**src/rtl/shb_pkg.sv**
```systemverilog
package shb_pkg;
  typedef enum logic [2:0] {
    SHB_LSL = 3'd0,
    SHB_LSR = 3'd1,
    SHB_ASR = 3'd2,
    SHB_ROR = 3'd3,
    SHB_RRX = 3'd4
  } shb_kind_e;
endpackage

```
**src/rtl/shb_log_right.sv**
```systemverilog
// Logarithmic right shifter/rotator: one stage per amount bit.
module shb_log_right #(
  parameter int DW = 32,
  localparam int SW = $clog2(DW)
) (
  input  logic [DW-1:0] data_i,
  input  logic [SW-1:0] amt_i,
  input  logic          rotate_i,
  input  logic          fill_i,
  output logic [DW-1:0] data_o
);
  logic [DW-1:0] stage [SW+1];

  assign stage[0] = data_i;

  for (genvar k = 0; k < SW; k++) begin : g_stage
    localparam int S = 1 << k;
    logic [DW-1:0] moved;
    always_comb begin
      if (rotate_i) moved = {stage[k][S-1:0], stage[k][DW-1:S]};
      else          moved = {{S{fill_i}}, stage[k][DW-1:S]};
    end
    assign stage[k+1] = amt_i[k] ? moved : stage[k];
  end

  assign data_o = stage[SW];
endmodule

```
**src/rtl/shb_carry_pick.sv**
```systemverilog
// Selects the last bit shifted out for each kind and amount.
module shb_carry_pick
  import shb_pkg::*;
#(
  parameter int DW = 32,
  parameter int AW = 8,
  localparam int SW = $clog2(DW)
) (
  input  logic [DW-1:0] data_i,
  input  shb_kind_e     kind_i,
  input  logic [AW-1:0] amt_i,
  input  logic          carry_i,
  input  logic          rot_msb_i,
  output logic          carry_o
);
  logic [SW-1:0] lo;
  logic [SW-1:0] idx_right;
  logic [SW-1:0] idx_left;
  logic          amt_zero;
  logic          amt_upto_dw;

  assign lo          = amt_i[SW-1:0];
  assign idx_right   = lo - SW'(1);
  assign idx_left    = SW'(0) - lo;
  assign amt_zero    = (amt_i == '0);
  assign amt_upto_dw = ({1'b0, amt_i} <= (AW+1)'(DW));

  always_comb begin
    carry_o = carry_i;
    if (kind_i == SHB_RRX) begin
      carry_o = data_i[0];
    end else if (!amt_zero) begin
      unique case (kind_i)
        SHB_LSL: carry_o = amt_upto_dw ? data_i[idx_left] : 1'b0;
        SHB_LSR: carry_o = amt_upto_dw ? data_i[idx_right] : 1'b0;
        SHB_ASR: carry_o = amt_upto_dw ? data_i[idx_right] : data_i[DW-1];
        SHB_ROR: carry_o = rot_msb_i;
        default: carry_o = carry_i;
      endcase
    end
  end
endmodule

```
**src/rtl/shb_operand_shifter.sv**
```systemverilog
module shb_operand_shifter
  import shb_pkg::*;
#(
  parameter int DW = 32,
  parameter int AW = 8,
  localparam int SW = $clog2(DW)
) (
  input  logic [DW-1:0] opnd_i,
  input  logic [2:0]    kind_i,
  input  logic [AW-1:0] amt_i,
  input  logic          carry_i,
  output logic [DW-1:0] result_o,
  output logic          carry_o
);
  shb_kind_e     kind;
  logic [SW-1:0] lo;
  logic          in_range;
  logic [DW-1:0] right_res;
  logic [DW-1:0] rev_in;
  logic [DW-1:0] rev_res;
  logic [DW-1:0] left_res;

  assign kind     = shb_kind_e'(kind_i);
  assign lo       = amt_i[SW-1:0];
  assign in_range = ({1'b0, amt_i} < (AW+1)'(DW));

  shb_log_right #(.DW(DW)) i_right (
    .data_i   (opnd_i),
    .amt_i    (lo),
    .rotate_i (kind == SHB_ROR),
    .fill_i   ((kind == SHB_ASR) & opnd_i[DW-1]),
    .data_o   (right_res)
  );

  // Left shift reuses the right shifter on a bit-reversed word.
  for (genvar i = 0; i < DW; i++) begin : g_rev
    assign rev_in[i]   = opnd_i[DW-1-i];
    assign left_res[i] = rev_res[DW-1-i];
  end

  shb_log_right #(.DW(DW)) i_left (
    .data_i   (rev_in),
    .amt_i    (lo),
    .rotate_i (1'b0),
    .fill_i   (1'b0),
    .data_o   (rev_res)
  );

  always_comb begin
    unique case (kind)
      SHB_LSL: result_o = in_range ? left_res : '0;
      SHB_LSR: result_o = in_range ? right_res : '0;
      SHB_ASR: result_o = in_range ? right_res : {DW{opnd_i[DW-1]}};
      SHB_ROR: result_o = right_res;
      SHB_RRX: result_o = {carry_i, opnd_i[DW-1:1]};
      default: result_o = opnd_i;
    endcase
  end

  shb_carry_pick #(.DW(DW), .AW(AW)) i_carry (
    .data_i    (opnd_i),
    .kind_i    (kind),
    .amt_i     (amt_i),
    .carry_i   (carry_i),
    .rot_msb_i (right_res[DW-1]),
    .carry_o   (carry_o)
  );
endmodule

```
**config.mk**
```make
export PLATFORM = sky130hd
export DESIGN_NAME = shb_operand_shifter
export DESIGN_NICKNAME = d
export VERILOG_FILES = /design/src/rtl/shb_pkg.sv /design/src/rtl/shb_log_right.sv /design/src/rtl/shb_carry_pick.sv /design/src/rtl/shb_operand_shifter.sv
export SDC_FILE = /design/constraint.sdc
export NUM_CORES = 1
export LEC_CHECK = 0
export BUFFER_PORTS_ARGS = -buffer_cell sky130_fd_sc_hd__buf_4
export CAP_MARGIN = 20
export CORE_MARGIN = 8
export CORE_UTILIZATION = 25
export DETAILED_ROUTE_END_ITERATION = 16
export PLACE_DENSITY = 0.54
export SETUP_SLACK_MARGIN = 0.3
export SLEW_MARGIN = 20
export SYNTH_ARGS = -nofsm -noshare
export SYNTH_HDL_FRONTEND = slang
export SYNTH_SLANG_ARGS = --single-unit
```
**constraint.sdc**
```tcl
create_clock -name vclk -period 3.95
set_input_delay 0.5925 -clock vclk [all_inputs]
set_output_delay 0.5925 -clock vclk [all_outputs]
set_load 0.01 [all_outputs]
```
==> results of run 1 <==
report_power, final:
part           switching (mW)  leakage, nW  internal, mW  total (mW)
clock network               0            0             0           0
registers                   0            0             0           0
logic                   0.526         2.26         0.399       0.925
total                   0.526         2.26         0.399       0.925
cell usage in the layout, fill, tap and decap left out, types with 3 or more instances in the layout:
master,count
a21o_1,4
nor2_1,80
o211ai_1,11
buf_4,107
a211o_1,5
nand2b_1,8
o31ai_1,4
mux4_2,68
a211oi_1,11
o22a_1,7
o22ai_1,9
nor4_1,3
inv_1,6
a221oi_1,12
mux2i_1,37
nor3_1,7
nand2_1,60
nand3_1,7
a21oi_1,46
o221ai_1,8
o21ai_1,3
mux4_1,9
mux2_2,33
o21ai_0,53
o2bb2ai_1,3
a31oi_1,9
o2111a_1,3
or3_1,5
and2_1,5
nor2b_1,3
o32a_1,3
area by class of cell:
type | count | area (um2) | area share (%)
repair buffers | 111 | 896 | 14.5
well taps | 275 | 344 | 5.57
inverters | 9 | 33.8 | 0.547
multi-input cells | 564 | 4910 | 79.4
per-layer routing:
metal | track usage [%] | share of wire [%]
met5 | 0 | 0
met4 | 8.34 | 5.0
met1 | 23.8 | 38
met3 | 5.38 | 12
met2 | 30.1 | 45
final timing paths:
path	endpoint	depth (start not counted)	slack, ns	startpoint
setup / recovery	carry_o	10	0.37	amt_i[1]
hold / removal	result_o[12]	3	1.68	opnd_i[12]
kinds of logic (layout without fill, tap and decap cells):
group,after synthesis,in the layout,share of synthesized area [%]
XOR/XNOR,3,3,0.489
adder cells (fa/ha/maj),1,1,0.233
buffers and inverters,106,120,8.88
multiplexers,148,148,47.0
AND/OR/NAND/NOR,196,196,16.5
AO/OA/AOI/OAI,216,216,26.8
critical path, cell delays in order:
cell and delay (ns):
buf_4 0.10, inv_1 0.11, ha_2 0.47, buf_4 0.21, mux4_2 0.50, mux2_2 0.28, o211ai_1 0.18, o221ai_1 0.13
a211o_1 0.27, buf_4 0.15
repair_timing:
item	CTS	global route
hold buffers	0	0
resized for setup	0	4
endpoints found under the setup margin	0	5
synth_stat cells (8+ instances only):
cell,n
o22ai_1,9
mux4_2,68
nor3_1,8
nand2_1,60
nor2_1,80
a221oi_1,12
o21ai_0,53
a211oi_1,12
nand2b_1,8
o211ai_1,11
buf_1,8
o221ai_1,8
mux2i_1,37
a31oi_1,9
mux2_2,33
buf_2,11
a21oi_1,46
mux4_1,9
clkbuf_1,68
==> results.yml, run 1 <==
run_status:
  outcome: "complete, no violations"
finish:
  layout.cells.non_filler: 959
  seq_area_um2: 0
  fin_area_mm2: 0.00618
  nFlopsAndLatches: 0
  insertedDiodeCount: 0
  drive_gt1_share_pct: 32.6
  fin_util_pct: 29.3
  area_growth_syn_to_layout_pct: 15.1
  final.fill_count: 2278
  fin_nets: 731
  clockBufferCount: 0
cts:
  post_cts_buffers: 0
setup_path:
  path_max_fanout: 9
  endpoint_kind: "output pin"
  path_class: "in2out"
  required_ns: 3.36
  cp.arrival_ns: 2.99
  start_kind: "input port"
floorplanning:
  initial_core_util_pct: 25.5
  coreArea_mm2: 0.0211
  die_x_um: 163
  die_area_mm2: 0.0264
  die_h_um: 163
  rows: 53
  io_pins: 77
grt:
  grt_max_degree: 74
  grt_pass1_wl_um: 39200
  globalRouteTotalUtil_pct: 19.1
  grt-ovfl-total: 0
  antenna_found_initial: 0
  grt_pass1_vias: 5988
timing:
  fin_tns_setup_ns: 0
  layout_setup_ws_ns: 0.366
  hold_viol: 0
  final_max_slew_viol_count: 0
  rsz0062_at_grt: "true"
  slew_headroom_pct: 57.7
  fin_crit_sh_pct: 90.7
  min_period_ns: 3.58
  setup_viol: 0
  tightest_slew_ns: 0.633
  hold-worst-slack_ns: 1.68
  max_freq_ghz: 0.279
power_and_ir_drop:
  vdd_drop_max_uv: 53.8
  power_density_mw_per_mm2: 150
  p_leak_nw: 2.26
  power_mw: 0.925
drt:
  routedWlPerCell_um: 28.1
  vias_per_cell: 6.64
  num_vias: 6369
  routed_wl_um: 26900
  route.detailed.drc: 0
  dr.pass1.iters: 6
  antenna_left: 0
  drt_first_iter_violations: 908
yosys:
  synthCells: 670
  yosys_warnings: 0
  synth_top_area_share_pct: 28.5
  avgSynthCellArea_um2: 8.02
  synth-seq-area-share_pct: 0
  synth_area_leaders: "mux4_2 29%, mux2_2 6.9%, mux2i_1 6.9%"
  syn-num-nets: 715
  ys_types: 70
  syn_area_mm2: 0.00537
  yosys.area.top_type: "mux4_2"
job:
  maxCapViolCount: 0
placement:
  pre_cts_ws_ns: 0.325
  routabilityCongestion: 0.976
  postPlaceCellArea_mm2: 0.00613
  dpl.hpwl_um: 19000
  io_buffers: 77
  post-place-cells: 958
min_path:
  min_path_type: "in2out"
Note: power is estimated with default switching activity, not from simulation.
==> run 2, diff against run 1 <==
--- a/config.mk
+++ b/config.mk
@@ -7,12 +7,13 @@
 export LEC_CHECK = 0
 export BUFFER_PORTS_ARGS = -buffer_cell sky130_fd_sc_hd__buf_4
 export CAP_MARGIN = 20
-export CORE_MARGIN = 8
+export CORE_ASPECT_RATIO = 0.8
 export CORE_UTILIZATION = 25
 export DETAILED_ROUTE_END_ITERATION = 16
-export PLACE_DENSITY = 0.54
+export PLACE_DENSITY = 0.53
 export SETUP_SLACK_MARGIN = 0.3
 export SLEW_MARGIN = 20
 export SYNTH_ARGS = -nofsm -noshare
 export SYNTH_HDL_FRONTEND = slang
+export SYNTH_HIERARCHICAL = 1
 export SYNTH_SLANG_ARGS = --single-unit
==> run 2 against run 1 <==
Compared with the run above:
- die area rose by 5.7%
- utilization rose by 1.3 points
- first-iteration DRC count rose by 36%
- synthesized cell count rose by 23%
- combinational power rose by 39%
- non-clock buffer count rose by 28
- wire length rose by 23%
- global-route usage rose by 3.4 points
- fmax fell by 1.1%
- critical path type unchanged
- critical endpoint unchanged
- largest power group unchanged
==> results.yml, run 2 <==
setup_path:
  cp-startpoint: "opnd_i[21]"
  start_kind: "input port"
  required_ns: 3.36
  endpoint_kind: "output pin"
  crit_path_end: "carry_o"
  path_max_fanout: 13
  path_class: "in2out"
  cp.arrival_ns: 3.03
yosys:
  synth_area_leaders: "mux4_2 24%, mux2i_1 9.1%, a22o_1 8.1%"
  synth-seq-area-share_pct: 0
  yosys.area_share.simple_pct: 13.3
  synth_top_area_share_pct: 24.5
  yosys_warnings: 6
  synth_common_cells: "77 x nand2_1, 74 x mux4_2, 63 x a22o_1"
  synthAdderAreaFrac_pct: 0.184
  yosysMostFrequentCell: "nand2_1"
  synthMuxAreaShare_pct: 44.1
  yosys.area.top_type: "mux4_2"
  synth_xor_area_share_pct: 0.863
  avgSynthCellArea_um2: 8.29
  synth_compound_area_share_pct: 33.0
  syn_area_mm2: 0.00682
  ys_types: 62
  synth_top_family_by_area: "multiplexers"
  synthCells: 822
grt:
  grt_pass1_vias: 7336
  grt-ovfl-total: 0
  grt_pass1_wl_um: 48100
  globalRouteTotalUtil_pct: 22.5
  antenna_found_initial: 1
  grt_max_degree: 75
finish:
  seq_area_um2: 0
  final_common_cell: "buf_4"
  clockBufferCount: 0
  nFlopsAndLatches: 0
  insertedDiodeCount: 0
  final.fill_count: 2881
  layout_common_cells: "126 x buf_4, 77 x nand2_1, 74 x mux4_2"
  area_growth_syn_to_layout_pct: 19.0
  drive_gt1_share_pct: 32.7
  fin_area_mm2: 0.00811
  fin_nets: 924
drt:
  routedWlPerCell_um: 26.9
  vias_per_cell: 6.58
  route.detailed.drc: 0
  antenna_left: 0
  dr.pass1.iters: 5
  num_vias: 8114
  routed_wl_um: 33200
  drt_first_iter_violations: 1231
placement:
  postPlaceCellArea_mm2: 0.00783
  dpl.hpwl_um: 23300
  io_buffers: 77
  routabilityCongestion: 0.927
floorplanning:
  rows: 53
  io_pins: 77
  die_h_um: 150
  initial_core_util_pct: 25.7
  die_area_mm2: 0.0279
  coreArea_mm2: 0.0265
  die_x_um: 187
run_status:
  outcome: "complete, no violations"
power_and_ir_drop:
  p_clk_share_pct: 0
  p_sw_mw: 0.735
  vdd_drop_max_uv: 83.0
  p_leak_nw: 3.09
  sequentialPowerShare_pct: 0
  sw_frac_of_total_pct: 56.8
  power_density_mw_per_mm2: 159
  comb_power_share_pct: 100.0
  intPower_mw: 0.558
cts:
  cts_hold_buf: 0
timing:
  fin_crit_sh_pct: 91.7
  setup_viol: 0
  fin_tns_setup_ns: 0
  hold_viol: 0
  max_freq_ghz: 0.276
  hold-worst-slack_ns: 1.66
  final_max_slew_viol_count: 0
  rsz0062_at_grt: "true"
  min_period_ns: 3.62
  slew_headroom_pct: 44.5
  tightest_slew_ns: 0.832
min_path:
  min_path_type: "in2out"
  min_from: "carry_i"
job:
  maxCapViolCount: 0
[run 2: through the flow]
| step | utilization (%) | std cells | total power, mW | setup WS, ns |
|---|---|---|---|---|
| 6_report | 30.6 | 1234 | 1.29 | 0.327 |
| 5_1_grt | 30.6 | 1234 | 1.36 | 0.197 |
| 4_1_cts | 29.7 | 1232 | 1.21 | 0.269 |
| 3_5_place_dp | 29.5 | 1232 | 1.19 | 0.0883 |
| 3_3_place_gp | 29.5 | 1232 | 1.20 | 0.0968 |
| 2_1_floorplan | - | 832 | 0.768 | 0.300 |
[run 2: final cells by class]
cell class                 instances  area (um2)  area share, %
inverter                          13        48.8          0.602
multi-input combinational        725        6470           79.8
tap                              357         447           5.51
timing repair buffer             139        1140           14.1
[run 2: worst min-delay path by stage]
stage / slack [ns] / to / cells past startpoint
floorplan: 1.44 / result_o[31] / 4
global placement: 1.68 / result_o[31] / 5
detailed placement: 1.67 / result_o[31] / 5
CTS: 1.67 / result_o[31] / 5
global route: 1.71 / result_o[31] / 5
finish: 1.66 / result_o[31] / 5
[run 2: power groups by stage]
stage	Combinational (mW)	Sequential (mW)	Clock (mW)
floorplan	0.768	0	0
global placement	1.20	0	0
detailed placement	1.19	0	0
CTS	1.21	0	0
global route	1.36	0	0
finish	1.29	0	0
[run 2: logic make-up (layout without fill, tap and decap cells)]
family                   Yosys count  after routing
buffers and inverters            107            152
other                              1             11
AO/OA/AOI/OAI                    325            325
XOR/XNOR                           5              5
adder cells (fa/ha/maj)            1              1
multiplexers                     185            185
AND/OR/NAND/NOR                  198            198
[run 2: layer usage]
layer / track usage (%) / share of wire [%] / vias up
li1: - / - / 3449
met3: 6.40 / 15 / 80
met5: 0 / 0 / -
met2: 31.6 / 40 / 675
met1: 33.5 / 42 / 3910
met4: 4.71 / 2.8 / 0
[run 2: timing repair]
item,4_1_cts,5_1_grt
pin swaps,0,7
cloned,0,1
endpoints found under the setup margin,31,33
endpoints found under the hold margin,0,0
resized for setup,10,48
setup buffers,0,1
[run 2: worst max-delay path, cell delays in order]
cell and delay (ns):
buf_4 0.19, mux4_2 0.51, mux2_2 0.33, mux2i_2 0.18
a21o_1 0.14, o21ai_1 0.06, buf_4 0.18, a311oi_2 0.26
a221oi_1 0.12, a311o_1 0.32, buf_4 0.15
